### src/rtl/tsq_pkg.sv
package tsq_pkg;

   typedef enum logic [2:0] {
      TS_ARMED = 3'd0,   // one-shot mode, idle
      TS_SHOT  = 3'd1,   // one-shot conversion running
      TS_FREE  = 3'd2,   // repeating at the averaging-selected rate
      TS_SLOW  = 3'd3,   // repeating at the slow rate
      TS_HALT  = 3'd4    // stopped until both mode bits read zero
   } tsq_state_e;

   localparam int AVG_CODE_W = 2;
   localparam int AVG_CNT_W  = 4;

   // samples averaged per conversion: 8, 4, 2, 1 for codes 0..3
   function automatic logic [AVG_CNT_W-1:0] avg_count(input logic [AVG_CODE_W-1:0] code);
      return 4'd8 >> code;
   endfunction

   // free-run period in base units: 8, 4, 2, 1 for codes 0..3
   function automatic logic [3:0] free_units(input logic [AVG_CODE_W-1:0] code);
      return 4'd1 << (2'd3 - code);
   endfunction

endpackage

### src/rtl/tsq_rate_gen.sv
module tsq_rate_gen
   import tsq_pkg::*;
#(
   parameter int UNIT_TICKS = 4,
   parameter int SLOW_UNITS = 200
) (
   input  logic                  clk,
   input  logic                  rst_n,
   input  logic                  soft_rst,
   input  logic                  tick,
   input  logic                  run,
   input  logic                  slow,
   input  logic [AVG_CODE_W-1:0] avg_sel,
   output logic                  fire
);

   localparam int SLOW_TICKS = UNIT_TICKS * SLOW_UNITS;
   localparam int CNT_W      = $clog2(SLOW_TICKS + 1);

   generate
      if (UNIT_TICKS < 1) begin : g_bad_unit
         $error("tsq_rate_gen: UNIT_TICKS must be at least 1");
      end
      if (SLOW_UNITS < 8) begin : g_bad_slow
         $error("tsq_rate_gen: SLOW_UNITS must cover the longest free-run period");
      end
   endgenerate

   logic [CNT_W-1:0] cnt;
   logic [CNT_W-1:0] period;

   always_comb begin
      if (slow) period = CNT_W'(SLOW_TICKS);
      else      period = CNT_W'(UNIT_TICKS * int'(free_units(avg_sel)));
   end

   assign fire = run && tick && (cnt >= period - 1'b1);

   always_ff @(posedge clk or negedge rst_n) begin
      if (!rst_n) begin
         cnt <= '0;
      end else if (soft_rst || !run) begin
         cnt <= '0;
      end else if (tick) begin
         cnt <= fire ? '0 : cnt + 1'b1;
      end
   end

   // every period boundary restarts the count
   a_r1_wrap_restart : assert property (@(posedge clk) disable iff (!rst_n || soft_rst)
      fire |=> (cnt == '0));

   // a stopped counter stays cleared
   a_r6_idle_clear : assert property (@(posedge clk) disable iff (!rst_n)
      (!run || soft_rst) |=> (cnt == '0));

endmodule

### src/rtl/tsq_mode_ctrl.sv
module tsq_mode_ctrl
   import tsq_pkg::*;
#(
   parameter int LOW_AVERAGES = 1
) (
   input  logic                  clk,
   input  logic                  rst_n,
   input  logic                  soft_rst,
   input  logic                  free_run,
   input  logic                  slow_start,
   input  logic                  slow_enable,
   input  logic                  shot_wr,
   input  logic [AVG_CODE_W-1:0] avg_sel,
   input  logic                  fire,
   input  logic                  conv_done,
   output tsq_state_e            state,
   output logic                  conv_start,
   output logic [AVG_CNT_W-1:0]  conv_avg,
   output logic                  busy,
   output logic                  take
);

   generate
      if (LOW_AVERAGES < 1 || LOW_AVERAGES > 8) begin : g_bad_avg
         $error("tsq_mode_ctrl: LOW_AVERAGES must lie in 1..8");
      end
   endgenerate

   logic inflight;
   logic want_free, want_slow, both_clear;

   assign want_free  = free_run && !slow_start;
   assign want_slow  = !free_run && slow_start;
   assign both_clear = !free_run && !slow_start;
   assign take       = conv_done && inflight;
   assign busy       = (state == TS_SHOT);

   always_comb begin
      if (state == TS_SLOW) conv_avg = AVG_CNT_W'(LOW_AVERAGES);
      else                  conv_avg = avg_count(avg_sel);
   end

   always_ff @(posedge clk or negedge rst_n) begin
      if (!rst_n) begin
         state      <= TS_ARMED;
         conv_start <= 1'b0;
         inflight   <= 1'b0;
      end else if (soft_rst) begin
         state      <= TS_ARMED;
         conv_start <= 1'b0;
         inflight   <= 1'b0;
      end else begin
         conv_start <= 1'b0;
         if (conv_done) inflight <= 1'b0;
         case (state)
            TS_ARMED: begin
               if (want_free) begin
                  state <= TS_FREE;
               end else if (want_slow) begin
                  state <= slow_enable ? TS_SLOW : TS_HALT;
               end else if (!both_clear) begin
                  state <= TS_HALT;
               end else if (shot_wr) begin
                  state      <= TS_SHOT;
                  conv_start <= 1'b1;
                  inflight   <= 1'b1;
               end
            end
            TS_SHOT: begin
               if (take) state <= TS_ARMED;
            end
            TS_FREE: begin
               if (!want_free) begin
                  state <= TS_HALT;
               end else if (fire && (!inflight || conv_done)) begin
                  conv_start <= 1'b1;
                  inflight   <= 1'b1;
               end
            end
            TS_SLOW: begin
               if (!want_slow) begin
                  state <= TS_HALT;
               end else if (fire && (!inflight || conv_done)) begin
                  conv_start <= 1'b1;
                  inflight   <= 1'b1;
               end
            end
            default: begin
               if (both_clear) state <= TS_ARMED;
            end
         endcase
      end
   end

   // busy only ever begins together with a start pulse
   a_r4_busy_with_start : assert property (@(posedge clk) disable iff (!rst_n || soft_rst)
      $rose(busy) |-> conv_start);

   // no second start while a one-shot conversion is open
   a_r3_single_start : assert property (@(posedge clk) disable iff (!rst_n || soft_rst)
      busy |=> !conv_start);

   // both mode bits set never lets a start through
   a_r9_both_set_quiet : assert property (@(posedge clk) disable iff (!rst_n)
      (free_run && slow_start) |=> !conv_start);

   // soft reset silences the sequencer
   a_r6_soft_quiet : assert property (@(posedge clk) disable iff (!rst_n)
      soft_rst |=> (!conv_start && !busy));

   // the stopped state issues nothing
   a_r11_halt_quiet : assert property (@(posedge clk) disable iff (!rst_n || soft_rst)
      (state == TS_HALT) |=> !conv_start);

   // an accepted done closes the one-shot conversion
   a_r10_shot_closes : assert property (@(posedge clk) disable iff (!rst_n || soft_rst)
      (busy && take) |=> !busy);

endmodule

### src/rtl/tsq_out_latch.sv
module tsq_out_latch #(
   parameter int TEMP_W = 16
) (
   input  logic              clk,
   input  logic              rst_n,
   input  logic              soft_rst,
   input  logic              bdu_en,
   input  logic              rd_lo,
   input  logic              rd_hi,
   input  logic              take,
   input  logic [TEMP_W-1:0] result,
   output logic [TEMP_W-1:0] shown,
   output logic              new_sample
);

   logic [TEMP_W-1:0] held;
   logic              held_v;
   logic              locked;
   logic              release_now;
   logic              lock_in;

   assign release_now = locked && (rd_hi || !bdu_en);
   assign lock_in     = locked || (bdu_en && rd_lo);

   always_ff @(posedge clk or negedge rst_n) begin
      if (!rst_n) begin
         shown      <= '0;
         held       <= '0;
         held_v     <= 1'b0;
         locked     <= 1'b0;
         new_sample <= 1'b0;
      end else if (soft_rst) begin
         shown      <= '0;
         held       <= '0;
         held_v     <= 1'b0;
         locked     <= 1'b0;
         new_sample <= 1'b0;
      end else begin
         new_sample <= take;
         if (release_now) begin
            locked <= 1'b0;
            held_v <= 1'b0;
            if (take)        shown <= result;
            else if (held_v) shown <= held;
         end else begin
            if (take) begin
               if (lock_in) begin
                  held   <= result;
                  held_v <= 1'b1;
               end else begin
                  shown <= result;
               end
            end
            if (bdu_en && rd_lo) locked <= 1'b1;
         end
      end
   end

   // a locked word cannot move until the high byte is read
   a_r7_locked_hold : assert property (@(posedge clk) disable iff (!rst_n || soft_rst)
      (locked && bdu_en && !rd_hi) |=> $stable(shown));

   // each accepted result is announced one cycle later
   a_r8_strobe_follows : assert property (@(posedge clk) disable iff (!rst_n || soft_rst)
      take |=> new_sample);

endmodule

### src/rtl/tsq_conv_seq.sv
module tsq_conv_seq
   import tsq_pkg::*;
#(
   parameter int UNIT_TICKS   = 4,
   parameter int SLOW_UNITS   = 200,
   parameter int LOW_AVERAGES = 1,
   parameter int TEMP_W       = 16
) (
   input  logic                  clk,
   input  logic                  rst_n,
   input  logic                  tick,
   input  logic                  shot_wr,
   input  logic                  free_run,
   input  logic                  slow_start,
   input  logic                  slow_enable,
   input  logic [AVG_CODE_W-1:0] avg_sel,
   input  logic                  soft_rst,
   input  logic                  bdu_en,
   input  logic                  rd_lo,
   input  logic                  rd_hi,
   input  logic                  conv_done,
   input  logic [TEMP_W-1:0]     conv_result,
   output logic                  conv_start,
   output logic [AVG_CNT_W-1:0]  conv_avg,
   output logic                  busy,
   output logic [7:0]            temp_lo,
   output logic [TEMP_W-9:0]     temp_hi,
   output logic                  new_sample
);

   localparam int BYTE_W = 8;

   generate
      if (TEMP_W != 2 * BYTE_W) begin : g_bad_width
         $error("tsq_conv_seq: result must split into two bytes");
      end
   endgenerate

   tsq_state_e        state;
   logic              fire;
   logic              take;
   logic [TEMP_W-1:0] shown;

   tsq_mode_ctrl #(
      .LOW_AVERAGES (LOW_AVERAGES)
   ) u_mode (
      .clk         (clk),
      .rst_n       (rst_n),
      .soft_rst    (soft_rst),
      .free_run    (free_run),
      .slow_start  (slow_start),
      .slow_enable (slow_enable),
      .shot_wr     (shot_wr),
      .avg_sel     (avg_sel),
      .fire        (fire),
      .conv_done   (conv_done),
      .state       (state),
      .conv_start  (conv_start),
      .conv_avg    (conv_avg),
      .busy        (busy),
      .take        (take)
   );

   tsq_rate_gen #(
      .UNIT_TICKS (UNIT_TICKS),
      .SLOW_UNITS (SLOW_UNITS)
   ) u_rate (
      .clk      (clk),
      .rst_n    (rst_n),
      .soft_rst (soft_rst),
      .tick     (tick),
      .run      ((state == TS_FREE) || (state == TS_SLOW)),
      .slow     (state == TS_SLOW),
      .avg_sel  (avg_sel),
      .fire     (fire)
   );

   tsq_out_latch #(
      .TEMP_W (TEMP_W)
   ) u_latch (
      .clk        (clk),
      .rst_n      (rst_n),
      .soft_rst   (soft_rst),
      .bdu_en     (bdu_en),
      .rd_lo      (rd_lo),
      .rd_hi      (rd_hi),
      .take       (take),
      .result     (conv_result),
      .shown      (shown),
      .new_sample (new_sample)
   );

   assign temp_lo = shown[BYTE_W-1:0];
   assign temp_hi = shown[TEMP_W-1:BYTE_W];

endmodule

### config.mk
export PLATFORM = sky130hd
export DESIGN_NAME = tsq_conv_seq
export DESIGN_NICKNAME = d
export VERILOG_FILES = /design/src/rtl/tsq_pkg.sv /design/src/rtl/tsq_rate_gen.sv /design/src/rtl/tsq_mode_ctrl.sv /design/src/rtl/tsq_out_latch.sv /design/src/rtl/tsq_conv_seq.sv
export SDC_FILE = /design/constraint.sdc
export NUM_CORES = 1
export LEC_CHECK = 0
export ABC_AREA = 1
export BUFFER_PORTS_ARGS = -buffer_cell sky130_fd_sc_hd__buf_2
export CAP_MARGIN = 40
export CORE_ASPECT_RATIO = 1.1
export CORE_MARGIN = 2
export CORE_UTILIZATION = 55
export DETAILED_ROUTE_END_ITERATION = 10
export PLACE_DENSITY_LB_ADDON = 0.25
export SLEW_MARGIN = 40
export SYNTH_ARGS = -nofsm -noshare
export SYNTH_HDL_FRONTEND = slang
export SYNTH_SLANG_ARGS = --single-unit
### constraint.sdc
create_clock -name clk -period 2.9 [get_ports clk]
set_input_delay 0.29 -clock clk [delete_from_list [all_inputs] [get_ports clk]]
set_output_delay 0.29 -clock clk [all_outputs]
set_load 0.05 [all_outputs]
==> summary.md <==
Static timing analysis puts the maximum clock frequency at 0.385 GHz. The compound-gate portion of the synthesized area was 0.162. In this run the static leakage power is 1.75 nW. Register bit total from synthesis: 50. After synthesis, the cell types taking the most area are sky130_fd_sc_hd__dfrtp_1 (44%), sky130_fd_sc_hd__nand2_1 (11%), sky130_fd_sc_hd__o21ai_0 (6.8%). The critical path is of the flop to flop type. The global-route usage over all layers was 0.215. The total overflow left after global routing is 0. The final count of negative-setup-slack endpoints came out at 0. Number of nets with antenna violations after routing: 0. At the worst endpoint, the required time is 3.12 ns. The smallest clock period supported by the final layout is computed as 2.60 ns.

The number of flops mapped to enable cells by yosys came out at 0. The tools report the synthesized netlist net count as 405. The tool flagged a number of max-cap violations equal to 0.

Actual transition at the worst max-transition pin: 0.595 ns. In this run the worst path has a maximum fanout of 6. The logs give 465 for the number of filler cells placed in the layout and 4310 microns for the HPWL reported at the end of detailed placement.

The floorplan has 27 rows. The simple-gate share of the synthesized area is 0.247. STA classifies the critical path endpoint as a flop.

For the number of hold-slack violations in the final timing report, the log shows 14. For this design, the CTS-stage hold fixing added 0 buffers. TritonCTS built the clock tree.

The total iterations of the first detailed-routing run was 4; the worst-case register-to-register setup slack was 0.30 ns. Post-cts gate resize count: 0. The run finished, with violations left.

The share of synthesized flip-flops with an asynchronous set or reset was 1.00. Destination of the worst register-to-register timing path: u_rate.cnt[6]. Sort of element at the start of the critical path: a flop. 0 antenna diodes ended up in the layout. The slowest stage of the critical path is the sky130_fd_sc_hd__dfrtp_1 cell. Leaving out fill and tap cells, the most frequent cell in the layout is sky130_fd_sc_hd__nand2_1.

Averaged over all synthesized cells, the footprint is 7.94 sq um. The largest single stage delay on the critical path is 0.41 ns. The adder-cell share of the synthesized area is 0.0566.

The initial antenna violation count came out at 0. The post-route fraction of the period consumed by the critical path was 0.896. Routability-driven placement finished with a final weighted congestion of 0.924.

The first global-routing pass estimated 10000 microns of wire. The startpoint identified for the worst register-to-register timing path is u_mode.state[1]. The tools report the number of synthesis warnings as 0. Data arrives at the worst endpoint at 2.82 ns. Initial cell density of the core: 0.571.

After detailed routing, the average wire length per cell comes to 12.4 microns. The routed wire length came out at 5830 microns. The tools report the number of post-CTS setup repair buffers as 0.

Between clock sinks in the finished design, the worst skew comes to 0.00460 ns. In this run the power density over the cells is 550 nW/um^2. For the number of levels in the clock H-tree, the log shows 2. The number of primary I/O pins is 53, and the ratio of routed vias to standard cells is 5.38.

The number of pins with negative max-slew slack in the final report is 0, and the area of the core is 5030 sq um. The worst hold margin is -0.00941 ns. The longest clock path from root to sink contains 2 buffers. The die covers 5820 sq um. The mux share of post-synthesis cell area was 0; the total via count after detailed routing was 2527. The min-delay analysis places its worst path in the category primary input to asynchronous set/reset pin. At the end of the flow, the number of nets in the layout was 454. The xor and xnor area share after synthesis works out to 0.0183.

The largest total area in the synthesized netlist belongs to sky130_fd_sc_hd__dfrtp_1. The layout cell share with drive strength beyond 1 is 0.223, and the number of cell instances on the worst register-to-register path is 19. In the synthesized netlist, the number of instances is 362. Walking the worst path, the cells encountered are nand2_2 > inv_1 > nand2_2 > inv_2 > nor3_2 > inv_1 > ha_1 > xnor2_1 > inv_1 > ha_1 > nand2_1 > inv_1 > nand2_1 > nand2_1 > nand2_1 > nand3_1 > nand2_2 > nand2_2 > nor3_1.

The remaining design rule violation count came out at 0. Headroom to the max-slew limit: 0.603. In the layout the commonest cells are sky130_fd_sc_hd__nand2_1 (82), sky130_fd_sc_hd__buf_2 (51), sky130_fd_sc_hd__dfrtp_1 (50).

The cell sitting at the root of the clock tree is a sky130_fd_sc_hd__clkbuf_8. The post-route non-filler standard cell count was 470. Among all flip-flop cells after synthesis, the most frequent one is sky130_fd_sc_hd__dfrtp_1.

The clock transition at the register clock pins on the worst setup and hold paths after CTS is 0.09 ns, and the number of input and output port buffers inserted is 52. In this run, placement finished with an instance count of 462. The final reports fail on negative hold slack. For the number of clock sinks seen by CTS, the log shows 50. The chip height came out at 79.8 microns.

The run gives 2870 sq um as the post-synth design cell area. After synthesis, the largest family of logic cells by area is simple AND/OR/NAND/NOR gates. Sequential share of the synthesized area: 0.436. The final design utilization is 0.651.

Synthesis instantiated 32 different standard cells from the library. The top cell type's share of synthesized area came out at 0.436. The die is 72.9 microns wide.

Entering global routing, the biggest net connects 51 pins. The area growth from synthesis to layout is 14.0%. Across the VDD grid, the largest voltage drop is 0.000246 V. The number of clock buffers inserted by TritonCTS came out at 5. The clock reaches the later pin of the worst-skew pair after 0.30 ns. The number of global-route vias before repair was 2385; the overall power of the completed layout was 1.80 mW.

For this block, the initial DRC count from the detailed router was 212.
cell usage after synthesis (2+ instances only):
master and n:
sky130_fd_sc_hd__a21oi_1 23, sky130_fd_sc_hd__buf_2 3, sky130_fd_sc_hd__buf_4 2, sky130_fd_sc_hd__buf_6 3
sky130_fd_sc_hd__dfrtp_1 50, sky130_fd_sc_hd__ha_1 13, sky130_fd_sc_hd__inv_1 37, sky130_fd_sc_hd__inv_2 4
sky130_fd_sc_hd__nand2_1 84, sky130_fd_sc_hd__nand2_2 5, sky130_fd_sc_hd__nand3_1 24, sky130_fd_sc_hd__nand4_1 6
sky130_fd_sc_hd__nor2_1 25, sky130_fd_sc_hd__nor2_4 2, sky130_fd_sc_hd__nor3_1 9, sky130_fd_sc_hd__o2111ai_1 2
sky130_fd_sc_hd__o21ai_0 39, sky130_fd_sc_hd__o21ai_1 4, sky130_fd_sc_hd__o21ai_2 10, sky130_fd_sc_hd__xor2_1 5
logic make-up after synthesis:
group,count (synthesis)
AOI/OAI and AO/OA,81
xor gates and xnor gates,6
adders and majority gates,13
buffers and inverters,52
DFF,50
and+or+nand+nor,160
final cells by class:
cell class                      instances  area, sq um  area share
Clock buffer                            7         76.3      0.0233
Clock inverter                          1         30.0     0.00917
Inverter                               41          154      0.0470
Multi-Input combinational cell        260         1420       0.434
Sequential cell                        50         1250       0.382
Tap cell                               58         72.6      0.0222
Timing Repair Buffer                   53          270      0.0825
registers in the layout (all words and copies together), names as in the netlist:
signal	flops
u_latch.new_sample	1
u_mode.state	3
u_mode.inflight	1
u_latch.shown	16
u_latch.held	16
u_latch.locked	1
u_mode.conv_start	1
u_latch.held_v	1
u_rate.cnt	10
through the flow:
step / worst slack [ns] / setup TNS (ns) / area [sq um]
after floorplan: 0.107 / 0 / 2880
after global placement: 0.251 / 0 / 3150
after detailed placement: 0.0734 / 0 / 3150
after CTS: 0.0520 / 0 / 3260
after global routing: -0.0143 / -0.0143 / 3280
final: 0.302 / 0 / 3280
per-layer routing:
metal	share of wire	vias to the layer above	global-route usage
met5	0	-	0
met4	0.013	0	0.0815
met3	0.048	7	0.0417
met2	0.50	85	0.388
met1	0.43	1153	0.248
li1	-	1282	-
worst max-delay path, delay by kind of cell, from the launching register on:
family / cells / cell delay (ns)
simple gates: 11 / 1.15
fa+ha+maj: 2 / 0.47
buf+inv: 5 / 0.33
flops: 1 / 0.41
xor+xnor: 1 / 0.16
report_power, final:
part	switching [mW]	leakage, nW	internal (mW)
clock	0.221	0.0524	0.258
combinational	0.399	1.01	0.141
sequential	0.0294	0.681	0.753
total	0.649	1.75	1.15
worst max path at each step:
stage                                to  slack, ns       startpoint
final                     u_rate.cnt[6]       0.30  u_mode.state[1]
after global routing      u_rate.cnt[6]      -0.01  u_mode.state[1]
after detailed placement  u_rate.cnt[7]       0.07  u_mode.state[1]
after global placement    u_rate.cnt[7]       0.25  u_mode.state[1]
after CTS                 u_rate.cnt[7]       0.05  u_mode.state[1]
after floorplan           u_rate.cnt[7]       0.11  u_mode.state[1]
(Power assumes the default switching activity.)
